<file path="config.mk">
export PLATFORM = sky130hd
export DESIGN_NAME = synth_div_calc
export DESIGN_NICKNAME = d
export VERILOG_FILES = /design/src/rtl/synth_div_pkg.sv /design/src/rtl/synth_band_pick.sv /design/src/rtl/synth_m_scale.sv /design/src/rtl/synth_result_reg.sv /design/src/rtl/synth_div_calc.sv
export SDC_FILE = /design/constraint.sdc
export NUM_CORES = 1
export LEC_CHECK = 0
export ABC_AREA = 1
export BUFFER_PORTS_ARGS = -buffer_cell sky130_fd_sc_hd__buf_2
export CORE_MARGIN = 1.5
export CORE_UTILIZATION = 26
export CTS_CLUSTER_SIZE = 25
export DETAILED_ROUTE_END_ITERATION = 16
export GPL_TIMING_DRIVEN = 1
export PLACE_DENSITY = 0.44
export SETUP_SLACK_MARGIN = 0.5
export SLEW_MARGIN = 20
export SYNTH_ARGS = -nofsm -noshare
export SYNTH_HDL_FRONTEND = slang
export SYNTH_HIERARCHICAL = 1
export SYNTH_SLANG_ARGS = --single-unit
export TNS_END_PERCENT = 5
</file>
<file path="constraint.sdc">
create_clock -name clk -period 2.3 [get_ports clk]
set_input_delay 0.345 -clock clk [delete_from_list [all_inputs] [get_ports clk]]
set_output_delay 0.345 -clock clk [all_outputs]
set_load 0.005 [all_outputs]
</file>
<file path="src/rtl/synth_div_pkg.sv">
package synth_div_pkg;

  // Band index: output divide ratio is 2**index.
  typedef enum logic [1:0] {
    BAND_D1 = 2'd0,
    BAND_D2 = 2'd1,
    BAND_D4 = 2'd2,
    BAND_D8 = 2'd3
  } band_e;

  // Output divider code for a band (the code order is not monotonic).
  function automatic logic [1:0] band_code(band_e b);
    case (b)
      BAND_D1: return 2'b11;
      BAND_D2: return 2'b00;
      BAND_D4: return 2'b01;
      default: return 2'b10;
    endcase
  endfunction

  // Right shift that turns a quarter-MHz request into M for a band.
  function automatic logic [1:0] band_shift(band_e b);
    return 2'd3 - b;
  endfunction

  // Request bits that the shift discards; any set bit means inexact.
  function automatic logic [2:0] band_drop_mask(band_e b);
    case (b)
      BAND_D1: return 3'b111;
      BAND_D2: return 3'b011;
      BAND_D4: return 3'b001;
      default: return 3'b000;
    endcase
  endfunction

endpackage

</file>
<file path="src/rtl/synth_band_pick.sv">
module synth_band_pick
  import synth_div_pkg::*;
#(
  parameter int unsigned REQ_W = 12,
  parameter int unsigned M_MIN = 200,
  parameter int unsigned M_MAX = 400
) (
  input  logic [REQ_W-1:0] req,
  output band_e            band,
  output logic             range_bad
);

  localparam int unsigned NBANDS  = 4;
  localparam int unsigned REQ_LO  = M_MIN;
  localparam int unsigned REQ_HI  = M_MAX << (NBANDS - 1);

  logic [NBANDS-1:0] hit;

  // hit[k]: request reaches the lower edge of band k.
  for (genvar k = 0; k < NBANDS; k++) begin : g_edge
    localparam int unsigned EDGE = M_MIN << (NBANDS - 1 - k);
    assign hit[k] = (req >= REQ_W'(EDGE));
  end

  // Smallest divide ratio whose edge is reached wins (shared edges too).
  always_comb begin
    band = BAND_D8;
    for (int k = NBANDS - 1; k >= 0; k--) begin
      if (hit[k]) band = band_e'(2'(k));
    end
  end

  assign range_bad = (req < REQ_W'(REQ_LO)) || (req > REQ_W'(REQ_HI));

endmodule

</file>
<file path="src/rtl/synth_m_scale.sv">
module synth_m_scale
  import synth_div_pkg::*;
#(
  parameter int unsigned REQ_W = 12,
  parameter int unsigned M_W   = 9,
  parameter int unsigned M_MIN = 200,
  parameter int unsigned M_MAX = 400
) (
  input  logic [REQ_W-1:0] req,
  input  band_e            band,
  output logic [M_W-1:0]   m_val,
  output logic             inexact,
  output logic             lock_ok
);

  logic [REQ_W-1:0] m_wide;

  assign m_wide  = req >> band_shift(band);
  assign inexact = |(req[2:0] & band_drop_mask(band));
  assign lock_ok = (m_wide >= REQ_W'(M_MIN)) && (m_wide <= REQ_W'(M_MAX));
  assign m_val   = M_W'(m_wide);

endmodule

</file>
<file path="src/rtl/synth_result_reg.sv">
module synth_result_reg #(
  parameter int unsigned M_W = 9
) (
  input  logic           clk,
  input  logic           rst,
  input  logic           fire,
  input  logic           range_bad,
  input  logic           inexact,
  input  logic           lock_ok,
  input  logic [M_W-1:0] m_in,
  input  logic [1:0]     code_in,
  output logic           done,
  output logic           valid,
  output logic           err_range,
  output logic           err_inexact,
  output logic [M_W-1:0] m_div,
  output logic [1:0]     n_code
);

  logic good;
  logic rng_n;
  logic frac_n;

  // Priority: range, then exactness, then loop range.
  always_comb begin
    rng_n  = 1'b0;
    frac_n = 1'b0;
    good   = 1'b0;
    if (range_bad)     rng_n  = 1'b1;
    else if (inexact)  frac_n = 1'b1;
    else if (!lock_ok) rng_n  = 1'b1;
    else               good   = 1'b1;
  end

  always_ff @(posedge clk) begin
    if (rst) begin
      done        <= 1'b0;
      valid       <= 1'b0;
      err_range   <= 1'b0;
      err_inexact <= 1'b0;
      m_div       <= '0;
      n_code      <= 2'b00;
    end else begin
      done <= fire;
      if (fire) begin
        valid       <= good;
        err_range   <= rng_n;
        err_inexact <= frac_n;
        if (good) begin
          m_div  <= m_in;
          n_code <= code_in;
        end
      end
    end
  end

endmodule

</file>
<file path="src/rtl/synth_div_calc.sv">
module synth_div_calc
  import synth_div_pkg::*;
#(
  parameter int unsigned REQ_W = 12,
  parameter int unsigned M_W   = 9,
  parameter int unsigned M_MIN = 200,
  parameter int unsigned M_MAX = 400
) (
  input  logic             clk,
  input  logic             rst,
  input  logic             start,
  input  logic [REQ_W-1:0] freq_q,
  output logic             done,
  output logic             valid,
  output logic             err_range,
  output logic             err_inexact,
  output logic [M_W-1:0]   m_div,
  output logic [1:0]       n_code
);

  // Stage 0 -> 1: band choice and range test on the raw request.
  band_e            pick_band;
  logic             pick_range_bad;

  // Stage 1 registers.
  logic             s1_vld;
  logic [REQ_W-1:0] s1_req;
  band_e            s1_band;
  logic             s1_range_bad;

  // Named internal events for the checker.
  logic             evt_inexact;
  logic             evt_lock_ok;
  logic [M_W-1:0]   s1_m;

  synth_band_pick #(
    .REQ_W(REQ_W), .M_MIN(M_MIN), .M_MAX(M_MAX)
  ) u_pick (
    .req      (freq_q),
    .band     (pick_band),
    .range_bad(pick_range_bad)
  );

  always_ff @(posedge clk) begin
    if (rst) begin
      s1_vld       <= 1'b0;
      s1_req       <= '0;
      s1_band      <= BAND_D8;
      s1_range_bad <= 1'b0;
    end else begin
      s1_vld <= start;
      if (start) begin
        s1_req       <= freq_q;
        s1_band      <= pick_band;
        s1_range_bad <= pick_range_bad;
      end
    end
  end

  synth_m_scale #(
    .REQ_W(REQ_W), .M_W(M_W), .M_MIN(M_MIN), .M_MAX(M_MAX)
  ) u_scale (
    .req    (s1_req),
    .band   (s1_band),
    .m_val  (s1_m),
    .inexact(evt_inexact),
    .lock_ok(evt_lock_ok)
  );

  synth_result_reg #(.M_W(M_W)) u_res (
    .clk        (clk),
    .rst        (rst),
    .fire       (s1_vld),
    .range_bad  (s1_range_bad),
    .inexact    (evt_inexact),
    .lock_ok    (evt_lock_ok),
    .m_in       (s1_m),
    .code_in    (band_code(s1_band)),
    .done       (done),
    .valid      (valid),
    .err_range  (err_range),
    .err_inexact(err_inexact),
    .m_div      (m_div),
    .n_code     (n_code)
  );

endmodule

</file>
Yosys cells after proc, flatten, opt, wreduce, memory -nomap -nowiden
Index checks and enable logic that the tools add are counted.
{"block": "totals", "regBits": 31, "out_inout_bits": 15}
{"block": "classes", "muxes": 13, "shifts": 1, "magnitude_cmp": 7, "add_sub_neg": 1, "n_reduce_logical": 5, "n_bitwise": 1, "n_eq_ne": 2}
{"cell": "$ge A12 B10 Y1 const B", "count": 1}
{"cell": "$ge A12 B11 Y1 const B", "count": 1}
{"cell": "$ge A12 B8 Y1 const B", "count": 1}
{"cell": "$ge A12 B9 Y1 const B", "count": 1}
{"cell": "$gt A12 B12 Y1 const B", "count": 1}
{"cell": "$le A12 B9 Y1 const B", "count": 1}
{"cell": "$lt A12 B8 Y1 const B", "count": 1}
{"cell": "$shr A12 B2 Y12", "count": 1}
{"cell": "$mux W1", "count": 9}
{"cell": "$pmux W3 S3", "count": 1}
{"cell": "$pmux W2 S3", "count": 1}
{"cell": "$mux W2", "count": 2}
{"cell": "$and A3 B3 Y3", "count": 1}
{"cell": "$reduce_or A3 Y1", "count": 1}
{"cell": "$eq A2 B1 Y1 const B", "count": 1}
{"cell": "$eq A2 B2 Y1 const B", "count": 1}
{"cell": "$logic_not A2 Y1", "count": 1}
{"cell": "$reduce_and A2 Y1", "count": 1}
{"cell": "$sub A2 B2 Y2 const A", "count": 1}
{"cell": "$logic_and A1 B1 Y1", "count": 1}
{"cell": "$logic_or A1 B1 Y1", "count": 1}

Longest topological paths before layout
Gate-level depths: netlist of the first run.
{"block": "depth", "word_depth": 8, "mapped_depth": 17, "depth_no_buf": 14}

Modules after synthesis
Netlist of the first run, hierarchy kept.
{"mod": "synth_div_calc", "cells_each": 100, "seq_area_each_um2": 320.3, "n_inst": 1, "area_each_um2": 674.4}
{"mod": "synth_result_reg", "cells_each": 91, "seq_area_each_um2": 300.3, "n_inst": 1, "area_each_um2": 655.6}
{"mod": "synth_m_scale", "cells_each": 108, "seq_area_each_um2": 0.0, "n_inst": 1, "area_each_um2": 530.5}
{"mod": "synth_band_pick", "cells_each": 36, "seq_area_each_um2": 0.0, "n_inst": 1, "area_each_um2": 166.4}

Least setup slack after synthesis of the first run
OpenSTA, ideal clock, no wires.
{"block": "synth_timing", "kind": "reg-to-reg", "from": "register s1_band[0]", "to": "register u_res.m_div[0]", "setup_slack_ns": 0.581, "setup_ns": 0.115, "path_stages_with_launch": 17, "arrival_ns": 1.604, "period_less_slack_ns": 1.719, "cell_sequence": "dfxtp_1 > buf_6 > inv_4 > buf_12 > nand2_4 > nand3_2 > nand2_2 > nand2_1 > nor2_1 > nand3_1 > a21oi_1 > nand2_1 > inv_2 > buf_4 > nand3_1 > nand2_1 > nor2_1"}
{"block": "synth_between", "elab_chain_cells": 8}
{"item": "start: declaration", "line": "synth_div_calc.sv:28", "rtl": "band_e s1_band;"}
{"item": "start signal: assignment", "line": "synth_div_calc.sv:54", "rtl": "s1_band <= pick_band;"}
{"item": "$sub A2 B2 Y2 *", "line": "synth_div_pkg.sv:23", "rtl": "return 2'd3 - b;"}
{"item": "$shr A12 B2 Y12 *", "line": "synth_m_scale.sv:18", "rtl": "assign m_wide = req >> band_shift(band);"}
{"item": "$ge A12 B8 Y1 / $le A12 B9 Y1 (equally long branches)", "line": "synth_m_scale.sv:20", "rtl": "assign lock_ok = (m_wide >= REQ_W'(M_MIN)) && (m_wide <= REQ_W'(M_MAX));"}
{"item": "$logic_and A1 B1 Y1 *", "line": "synth_m_scale.sv:20"}
{"item": "named net evt_lock_ok", "line": "synth_div_calc.sv:33", "rtl": "logic evt_lock_ok;"}
{"item": "$mux W1 *", "line": "synth_result_reg.sv:31", "rtl": "else if (!lock_ok) rng_n = 1'b1;"}
{"item": "$mux W1 *", "line": "synth_result_reg.sv:30", "rtl": "else if (inexact) frac_n = 1'b1;"}
{"item": "$mux W1 *", "line": "synth_result_reg.sv:29", "rtl": "if (range_bad) rng_n = 1'b1;"}
{"item": "$reduce_and A2 Y1 (no line) *"}
{"item": "end signal: assignment", "line": "synth_result_reg.sv:50", "rtl": "m_div <= m_in;"}
{"item": "end: declaration", "line": "synth_result_reg.sv:16", "rtl": "output logic [M_W-1:0] m_div,"}
Mark *: on every way through the listed nets, which the timed path passes. The rest lies on a longest branch.
A chain may end at the register's enable or synchronous reset.

Worst setup path after layout of the first run
{"block": "layout_timing", "from": "register s1_band[0]", "to": "register u_res.m_div[2]"}
{"block": "layout_between", "elab_chain_cells": 8}
{"item": "$sub A2 B2 Y2 *", "line": "synth_div_pkg.sv:23"}
{"item": "$shr A12 B2 Y12 *", "line": "synth_m_scale.sv:18"}
{"item": "named net s1_m[8]", "line": "synth_div_calc.sv:34", "rtl": "logic [M_W-1:0] s1_m;"}
{"item": "$ge A12 B8 Y1 / $le A12 B9 Y1 (equally long branches)", "line": "synth_m_scale.sv:20"}
{"item": "$logic_and A1 B1 Y1 *", "line": "synth_m_scale.sv:20"}
{"item": "named net evt_lock_ok", "line": "synth_div_calc.sv:33"}
{"item": "$mux W1 *", "line": "synth_result_reg.sv:31"}
{"item": "$mux W1 *", "line": "synth_result_reg.sv:30"}
{"item": "$mux W1 *", "line": "synth_result_reg.sv:29"}
{"item": "$reduce_and A2 Y1 (no line) *"}
Marked as above.

==> results.py, run 1 <==
metrics = {
    "clock_tree": {
        "clockRootBuffer": "clkbuf_8",
        "insertion_delay_ns": 0.28,
        "cts_tree": "built",
        "cts_sinks": 31,
        "cts_buffers": 5,
        "cts_hold_buf": 0,
        "h-tree-depth": 2,
        "clk_pin_slew_ns": 0.07,
        "cts.path.max_buffers": 2,
    },
    "pwr": {
        "p_leak_nw": 1.33,
        "power_mw": 1.41,
        "p_per_area_nw_per_um2": 571,
        "ir_drop_v": 0.000169,
    },
    "synth": {
        "ys_top_cells_by_count": "nand2_1, nor2_1, inv_1",
        "seq_area_frac_synth_pct": 30.6,
        "post_synth.cell_area_avg_um2": 6.05,
        "synth_compound_area_share_pct": 7.16,
        "synthFlopType": "dfxtp_1",
        "synth_top_area_cell": "dfxtp_1",
        "syn_nets": 352,
        "synth.cell_area_um2": 2030,
        "syn_inst": 335,
        "synth_top_area_share_pct": 30.6,
        "ys_ff_latch": 31,
        "synth_area_leaders": "dfxtp_1, nand2_1, nor2_1",
        "yosysUniqueCellTypes": 27,
        "synthSimpleGateAreaFrac_pct": 44.6,
        "synth_fa_ha_area_share_pct": 1.23,
        "synth_xor_area_share_pct": 0,
        "synth_edf_count": 0,
        "yosysWarnings": 6,
        "synthMuxAreaShare_pct": 0,
        "yosysMostFrequentCell": "nand2_1",
        "synth_top_family_by_area": "simple AND/OR/NAND/NOR gates",
        "async_reset_ff_share_pct": 0,
    },
    "die": {
        "die_h_um": 91.3,
        "core_um2": 7650,
        "row_count": 32,
        "die_x_um": 91.3,
        "dieArea_um2": 8330,
        "pin_count": 30,
        "initial_utilization_pct": 26.5,
    },
    "timing": {
        "fin_worst_skew_ns": 0.00738,
        "finalSetupViolations": 0,
        "period_share_pct": 77.9,
        "finalMaxSlewViolations": 0,
        "worst_pin_slew_ns": 0.523,
        "clock.fmax_mhz": 558,
        "min_period_ns": 1.79,
        "rsz0062_at_grt": "true",
        "finalSetupTns_ns": 0,
        "max_slew_margin_pct": 65.0,
        "hold_viol": 0,
    },
    "global_routing": {
        "grt_start_max_net_pins": 30,
        "grt_pass1_wl_um": 8200,
        "track_usage_pct": 11.9,
        "grt_overflow": 0,
        "antenna_found_initial": 0,
        "grt_pass1_vias": 1806,
    },
    "route": {
        "dr.pass1.iters": 4,
        "vias": 1998,
        "wirelength_um": 4550,
        "drcViolationCount": 0,
        "wl_per_cell_um": 9.55,
        "routed_via_density": 4.19,
        "ant_nets": 0,
        "first_iter_violations": 86,
    },
    "setup_path": {
        "rrSetupSlack_ns": 0.51,
        "critical_path_class": "register to register",
        "cp_data_arrival_time_ns": 1.97,
        "cp_max_fo": 7,
        "required_ns": 2.48,
        "r2r_cells": 13,
        "worstSetupEndpointType": "register",
        "rr_startpoint": "s1_band[0]$_SDFFE_PP1P_",
        "crit-reg2reg-capture": "u_res/m_div[2]$_SDFFE_PP0P_",
        "worstSetupStartpointType": "register",
    },
    "min_path": {
        "hold_path_class": "input pin to register",
        "whs_path_depth": 2,
        "hold_path_end": "u_res/valid$_SDFFE_PP0P_",
        "holdCritStartpoint": "rst",
    },
    "finish": {
        "num_antenna_cells": 0,
        "fillerInstances": 883,
        "nets": 391,
        "layout-drive-gt1-share_pct": 25.9,
        "area_growth_pct": 22.3,
    },
    "placed_design": {
        "gp_congestion": 0.775,
        "hpwl_um": 3260,
        "port_buffers": 29,
    },
    "run": {
        "maxCapViolCount": 0,
    },
    "status": {
        "status": "finished, final reports clean",
    },
}
cells in the final DEF (no fill, tap or decap):
cell        synthesis  final
a21o_1              1      1
clkbuf_8            0      5
a21oi_1            18     16
nor2_2              1      1
nor2_4              1      1
inv_8               0      1
nor3_1              1      1
buf_6               5      2
nand3_2             3      6
dfxtp_1            31     29
buf_2               2     29
clkinvlp_4          0      6
buf_4               5     10
or2_2               2      2
or2_4               1      1
nand2_1           101     86
buf_8               0      1
a21oi_2             2      4
nand2_4             2      3
nand3_1            37     34
nor2_1             53     53
or2_1               1      1
o21ai_0             4      4
clkinv_2            0      1
o21ba_2             1      1
dfxtp_4             0      2
inv_4               1      1
inv_1              51     50
nand2_2             6     20
ha_1                2      2
clkbuf_1            0      1
registers in the layout, indices dropped and copies added, names as in the netlist:
name	flops
s1_req	12
u_res/m_div	9
s1_band	2
u_res/n_code	2
s1_range_bad	1
s1_vld	1
u_res/done	1
u_res/err_inexact	1
u_res/err_range	1
u_res/valid	1
routing by layer:
layer / vias to the layer above / routed length [µm] / GRT usage [%]
li1: 1090 / - / -
met1: 864 / 2320 / 15.4
met2: 38 / 1990 / 19.3
met3: 6 / 181 / 2.76
met4: 0 / 65 / 4.30
met5: - / 0 / 0
through the flow:
stage | setup slack, ns | utilization [%] | instance area, µm² | std cells | hold WS [ns]
finish | 0.509 | 32.4 | 2480 | 477 | 0.295
global placement | 0.167 | 28.6 | 2180 | 454 | 0.457
floorplan | 0.581 | - | 2030 | 335 | 0.407
global route | 0.330 | 32.4 | 2480 | 477 | 0.310
CTS | 0.502 | 32.0 | 2440 | 475 | 0.295
detailed placement | 0.0982 | 28.6 | 2180 | 454 | 0.457
final cells by class:
type | count | area, µm² | area share [%]
Tap cell | 102 | 128 | 5.15
Inverter | 53 | 213 | 8.58
Timing Repair Buffer | 42 | 258 | 10.4
Sequential cell | 31 | 628 | 25.3
Clock buffer | 6 | 72.6 | 2.93
Clock inverter | 2 | 12.5 | 0.505
Multi-Input combinational cell | 237 | 1140 | 45.9
Timing Repair inverter | 4 | 30.0 | 1.21
power by group:
part / internal [mW] / switching, mW / total (mW)
Clock: 0.211 / 0.204 / 0.415
Sequential: 0.573 / 0.0351 / 0.608
Combinational: 0.163 / 0.229 / 0.392
worst max-delay path by stage:
stage | from | endpoint | cells after the start
6_report | s1_band[0]$_SDFFE_PP1P_ | u_res/m_div[2]$_SDFFE_PP0P_ | 13
5_1_grt | s1_band[0]$_SDFFE_PP1P_ | u_res/m_div[4]$_SDFFE_PP0P_ | 13
4_1_cts | s1_band[0]$_SDFFE_PP1P_ | u_res/m_div[4]$_SDFFE_PP0P_ | 13
3_5_place_dp | s1_band[0]$_SDFFE_PP1P_ | u_res/n_code[1]$_SDFFE_PP0P_ | 13
3_3_place_gp | s1_band[0]$_SDFFE_PP1P_ | u_res/m_div[8]$_SDFFE_PP0P_ | 13
2_1_floorplan | s1_band[0]$_SDFFE_PP1P_ | u_res/m_div[0]$_SDFFE_PP0P_ | 16
repair_timing:
action | CTS | global route
pin swaps | 16 | 5
endpoints found under the setup margin | 13 | 12
resized for setup | 29 | 6
setup buffers | 9 | 2
gates cloned | 4 | 0
cells by family (layout without fill, tap and decap cells):
logic type / Yosys count / count (layout)
flops: 31 / 31
buf+inv: 67 / 107
simple gates: 209 / 209
compound gates: 26 / 26
fa+ha+maj: 2 / 2
worst max-delay path, stage by stage, from the launching register on:
cell and delay [ns]:
dfxtp_4 0.39, buf_4 0.16, nand2_2 0.08, nand3_2 0.07
nand2_2 0.07, nand2_1 0.06, nor2_1 0.10, nand3_1 0.09
a21oi_2 0.20, nand2_4 0.12, clkinvlp_4 0.15, nand3_1 0.08
nand2_1 0.08, nor2_1 0.04
(Power assumes the default switching activity.)
==> inputs of run 2 (changes only) <==
Settings changed: ABC_AREA 1 to 0.
Clock period 2.3 ns to 1.79 ns, I/O delays scaled along.
==> run 2 against run 1 <==
The run now ends with negative setup slack left; critical path depth fell by 8; sequential power rose by 24%; wire length fell by 7.3%; power rose by 19%; fmax fell by 21%; clock power rose by 31%; clock skew fell by 0.0030 ns; combinational power fell by 2%; synthesized cell count fell by 48%.
==> results.py, run 2 <==
metrics = {
    "pwr": {
        "p_leak_nw": 1.01,
        "ir_drop_v": 0.000286,
        "p_comb_share_pct": 22.8,
        "p_sw_share_pct": 26.8,
        "p_per_area_nw_per_um2": 732,
        "p_int_mw": 1.23,
        "power_frac_seq_pct": 44.8,
        "power.switching_mw": 0.450,
        "clkPwrFrac_pct": 32.4,
        "power_mw": 1.68,
    },
    "finish": {
        "area_growth_pct": 29.1,
        "final_cell_area_um2": 2290,
        "layout-drive-gt1-share_pct": 36.9,
        "nets": 250,
        "top_regs": "s1_req (12), u_res/m_div (9)",
        "num_antenna_cells": 0,
        "top_register": "s1_req",
        "fin_cells": 310,
        "fin_util_pct": 35.5,
        "final_cell_mix": "buf_2, buf_4, dfxtp_1",
        "largest_register_ffs": 12,
    },
    "synth": {
        "synth.cell_area_um2": 1780,
        "synth_top_area_share_pct": 34.9,
        "yosysWarnings": 6,
        "syn_inst": 175,
        "synth_area_leaders": "dfxtp_1, mux2i_1, nand2b_1",
        "ys_ff_latch": 31,
        "post_synth.cell_area_avg_um2": 10.2,
        "async_reset_ff_share_pct": 0,
        "synth_edf_count": 0,
        "seq_area_frac_synth_pct": 34.9,
        "synth_top_area_cell": "dfxtp_1",
        "synthFlopType": "dfxtp_1",
        "syn_nets": 192,
        "yosysUniqueCellTypes": 39,
        "yosysMostFrequentCell": "dfxtp_1",
        "ys_top_cells_by_count": "dfxtp_1, mux2i_1, nand2b_1",
    },
    "run": {
        "maxCapViolCount": 0,
    },
    "placed_design": {
        "place_ws_ns": -0.515,
        "port_buffers": 29,
        "dpl.cell_count": 301,
        "placed_cell_area_um2": 2150,
        "hpwl_um": 3150,
        "gp_congestion": 0.716,
    },
    "timing": {
        "max_slew_margin_pct": 62.5,
        "fin_worst_skew_ns": 0.00435,
        "clock.fmax_mhz": 443,
        "rsz0062_at_grt": "true",
        "hold_viol": 0,
        "setup_slack_ns": -0.469,
        "finalMaxSlewViolations": 0,
        "min_period_ns": 2.26,
        "period_share_pct": 126,
        "finalSetupTns_ns": -5.63,
        "hold_ws_ns": 0.251,
        "finalSetupViolations": 13,
        "worst_pin_slew_ns": 0.562,
    },
    "global_routing": {
        "grt_pass1_vias": 1338,
        "antenna_found_initial": 0,
        "grt_start_max_net_pins": 38,
        "grt_pass1_wl_um": 7000,
        "track_usage_pct": 12.1,
        "grt_overflow": 0,
    },
    "clock_tree": {
        "cts.path.max_buffers": 2,
        "cts_buffers": 5,
        "cts_sinks": 31,
        "h-tree-depth": 2,
        "cts_hold_buf": 0,
        "insertion_delay_ns": 0.27,
        "cts_tree": "built",
        "clockRootBuffer": "clkbuf_8",
        "clk_pin_slew_ns": 0.06,
    },
    "route": {
        "wl_per_cell_um": 13.6,
        "ant_nets": 0,
        "first_iter_violations": 33,
        "wirelength_um": 4220,
        "dr.pass1.iters": 6,
        "vias": 1437,
        "drcViolationCount": 0,
        "routed_via_density": 4.64,
    },
    "setup_path": {
        "critical_path_class": "register to register",
        "required_ns": 1.99,
        "cp_data_arrival_time_ns": 2.46,
        "worstSetupEndpointType": "register",
        "worstSetupStartpointType": "register",
        "cp_max_fo": 6,
    },
    "min_path": {
        "hold_path_class": "input pin to register",
    },
    "die": {
        "die_x_um": 85.7,
        "die_h_um": 85.7,
        "pin_count": 30,
        "dieArea_um2": 7340,
        "row_count": 29,
        "core_um2": 6460,
        "initial_utilization_pct": 27.5,
    },
    "status": {
        "status": "finished, violations left",
        "violations": "negative setup slack",
    },
}
run 2: logic make-up (layout without fill, tap and decap cells):
group,after synthesis,after routing,share of synthesized area [%]
fa+ha+maj,2,2,1.41
flops,31,31,34.9
buf+inv,17,74,6.48
mux,34,34,25.8
compound gates,28,28,11.2
simple gates,63,64,20.1
run 2: power groups by stage:
stage / logic, mW / clock network [mW] / registers (mW)
3_5_place_dp: 0.354 / 0 / 0.767
3_3_place_gp: 0.353 / 0 / 0.767
2_1_floorplan: 0.217 / 0 / 0.763
6_report: 0.383 / 0.543 / 0.752
5_1_grt: 0.419 / 0.602 / 0.757
4_1_cts: 0.365 / 0.566 / 0.752
run 2: final timing paths:
kind,startpoint,to,slack [ns],depth (start not counted)
hold reg to reg,u_res/err_inexact$_SDFFE_PP0P_,u_res/err_inexact$_SDFFE_PP0P_,0.47,2
setup reg to reg,s1_band[0]$_SDFFE_PP1P_,u_res/m_div[5]$_SDFFE_PP0P_,-0.47,5
hold / removal,freq_q[1],s1_req[1]$_SDFFE_PP0P_,0.25,3
setup / recovery,s1_band[0]$_SDFFE_PP1P_,u_res/m_div[5]$_SDFFE_PP0P_,-0.47,5
run 2: metal layers:
metal	vias up	track usage (%)	wire length, µm
li1	744	-	-
met1	659	18.5	2300
met2	32	16.9	1740
met3	2	3.08	160
met4	0	2.64	16
met5	-	0	0
run 2: area by class of cell:
class / instances / area [µm²]
Fill cell: 694 / 4170
Multi-Input combinational cell: 128 / 1080
Sequential cell: 31 / 626
Timing Repair Buffer: 59 / 374
Tap cell: 77 / 96.3
Clock buffer: 6 / 82.6
Inverter: 8 / 30.0
Clock inverter: 1 / 5.00
run 2: worst max-delay path: stages, from the launching register on:
cell and delay [ns]:
dfxtp_4 0.38, mux4_2 0.52, o311a_1 0.41, a211oi_4 0.32, and4bb_4 0.36, mux2i_1 0.19
run 2: repair_timing:
action | 4_1_cts | 5_1_grt
endpoints found under the hold margin | 0 | 0
cloned | 1 | 0
pin swaps | 3 | 1
gates resized for setup | 5 | 6
setup buffers | 1 | 0
endpoints found under the setup margin | 13 | 15
==> inputs of run 3 (changes only) <==
Settings changed: CORE_UTILIZATION 26 to 35, PLACE_DENSITY 0.44 to 0.55.
==> run 3 against run 2 <==
The flow still finishes with violations (negative setup slack); flip-flop and latch count is the same; sequential share of layout area rose by 0.29 points; critical endpoint is now u_res/m_div[6]$_SDFFE_PP0P_; wire length down 1.9%; worst setup slack lost 0.018 ns; final cell count fell by 3.5%; non-clock buffer count is 2 lower; clock skew about the same; global-route usage increased by 4.2 points; final area decreased by 1.0%; register-to-register slack worse by 0.02 ns; critical path depth unchanged; combinational power shrank 5.2%.
==> results.py, run 3 (synthesized netlist as in run 2, its figures left out) <==
metrics = {
    "pwr": {
        "ir_drop_v": 0.000395,
        "p_int_mw": 1.27,
        "p_per_area_nw_per_um2": 758,
        "power.switching_mw": 0.451,
        "clkPwrFrac_pct": 35.0,
        "p_leak_nw": 1.00,
        "p_sw_share_pct": 26.2,
        "p_comb_share_pct": 21.1,
        "power_frac_seq_pct": 43.9,
    },
    "finish": {
        "area_growth_pct": 27.7,
        "fin_util_pct": 47.1,
        "num_antenna_cells": 0,
        "top_regs": "s1_req (12), u_res/m_div (9)",
        "final_cell_area_um2": 2270,
        "largest_register_ffs": 12,
        "fillerInstances": 501,
        "top_register": "s1_req",
        "final_cell_mix": "buf_2, dfxtp_1, buf_4",
        "register_area_um2": 626,
        "layout-drive-gt1-share_pct": 36.6,
        "multiInputGateArea_um2": 1070,
        "nets": 248,
    },
    "global_routing": {
        "grt_pass1_vias": 1392,
        "grt_start_max_net_pins": 39,
        "track_usage_pct": 16.3,
        "grt_overflow": 0,
        "antenna_found_initial": 0,
        "grt_pass1_wl_um": 6740,
    },
    "setup_path": {
        "critical_path_class": "register to register",
        "rr_startpoint": "s1_band[0]$_SDFFE_PP1P_",
        "crit_end": "u_res/m_div[6]$_SDFFE_PP0P_",
        "worstSetupStartpointType": "register",
        "required_ns": 1.99,
        "rrSetupSlack_ns": -0.49,
        "startpoint": "s1_band[0]$_SDFFE_PP1P_",
        "r2r_cells": 5,
        "worstSetupEndpointType": "register",
        "cp_max_fo": 6,
        "cp_data_arrival_time_ns": 2.48,
        "crit-reg2reg-capture": "u_res/m_div[6]$_SDFFE_PP0P_",
    },
    "timing": {
        "min_period_ns": 2.28,
        "period_share_pct": 127,
        "finalSetupViolations": 13,
        "fin_worst_skew_ns": 0.00478,
        "worst_pin_slew_ns": 0.552,
        "hold_viol": 0,
        "clock.fmax_mhz": 439,
        "finalSetupTns_ns": -5.76,
        "max_slew_margin_pct": 63.2,
        "finalMaxSlewViolations": 0,
        "setup_slack_ns": -0.487,
        "rsz0062_at_grt": "true",
    },
    "placed_design": {
        "placed_cell_area_um2": 2120,
        "hpwl_um": 2940,
        "gp_congestion": 0.759,
        "place_ws_ns": -0.545,
        "port_buffers": 29,
    },
    "clock_tree": {
        "cts.path.max_buffers": 2,
        "clockRootBuffer": "clkbuf_8",
        "clk_pin_slew_ns": 0.06,
        "insertion_delay_ns": 0.28,
        "cts_tree": "built",
        "cts_hold_buf": 0,
        "h-tree-depth": 2,
        "cts_sinks": 31,
        "cts_buffers": 5,
    },
    "die": {
        "dieArea_um2": 5510,
        "core_um2": 4820,
        "initial_utilization_pct": 36.9,
        "row_count": 25,
        "pin_count": 30,
        "die_x_um": 74.3,
        "die_h_um": 74.3,
    },
    "status": {
        "violations": "negative setup slack",
        "status": "finished, violations left",
    },
    "min_path": {
        "hold_path_class": "input pin to register",
    },
    "route": {
        "first_iter_violations": 55,
        "drcViolationCount": 0,
        "ant_nets": 0,
        "vias": 1480,
        "routed_via_density": 4.95,
        "wl_per_cell_um": 13.8,
        "wirelength_um": 4140,
        "dr.pass1.iters": 5,
    },
    "run": {
        "maxCapViolCount": 0,
    },
}
## run 3: how the worst min path moves through the flow
stage / slack [ns] / to / depth (start not counted) / start
2_1_floorplan: 0.34 / s1_vld$_SDFF_PP0_ / 1 / rst
3_3_place_gp: 0.46 / u_res/err_inexact$_SDFFE_PP0P_ / 2 / u_res/err_inexact$_SDFFE_PP0P_
3_5_place_dp: 0.46 / u_res/m_div[8]$_SDFFE_PP0P_ / 2 / u_res/m_div[8]$_SDFFE_PP0P_
4_1_cts: 0.25 / s1_req[3]$_SDFFE_PP0P_ / 3 / freq_q[3]
5_1_grt: 0.26 / s1_req[3]$_SDFFE_PP0P_ / 3 / freq_q[3]
6_report: 0.25 / s1_req[3]$_SDFFE_PP0P_ / 3 / freq_q[3]
## run 3: cell type report
class,instances,share of cell area (%)
timing repair buffer,57,16.0
inverter,8,1.32
multi-input combinational,128,47.0
sequential,31,27.6
tap,67,3.69
clock buffer,8,4.41
## run 3: stage by stage
stage                     std cells  hold slack (ns)  total power [mW]
final                           299            0.246              1.72
after global routing            299            0.258              1.81
after CTS                       299            0.246              1.73
after detailed placement        289            0.459              1.11
after global placement          289            0.457              1.10
after floorplan                 175            0.340             0.981
## run 3: worst max-delay path: stages (launching register included)
cell and delay [ns]:
dfxtp_4 0.39, mux4_2 0.52, o311a_1 0.38, a211oi_2 0.33
and4bb_4 0.38, mux2i_1 0.21
## run 3: repair_timing
item	4_1_cts	5_1_grt
buffers inserted	1	0
resized for setup	8	3
hold endpoints to repair	0	0
cloned	1	0
pin swaps	5	0
setup endpoints to repair	13	15
## run 3: power by group through the flow
stage	combinational, mW	sequential (mW)	clock (mW)
after CTS	0.359	0.756	0.618
final	0.363	0.756	0.602
after global routing	0.400	0.760	0.648
after detailed placement	0.341	0.769	0
after global placement	0.336	0.767	0
after floorplan	0.217	0.763	0
## run 3: metal layers
| metal | global-route usage, % | up-vias | routed length (µm) |
|---|---|---|---|
| met5 | 0 | - | 0 |
| li1 | - | 742 | - |
| met1 | 22.6 | 698 | 2080 |
| met2 | 25.0 | 38 | 1860 |
| met4 | 5.45 | 0 | 22 |
| met3 | 3.66 | 2 | 180 |
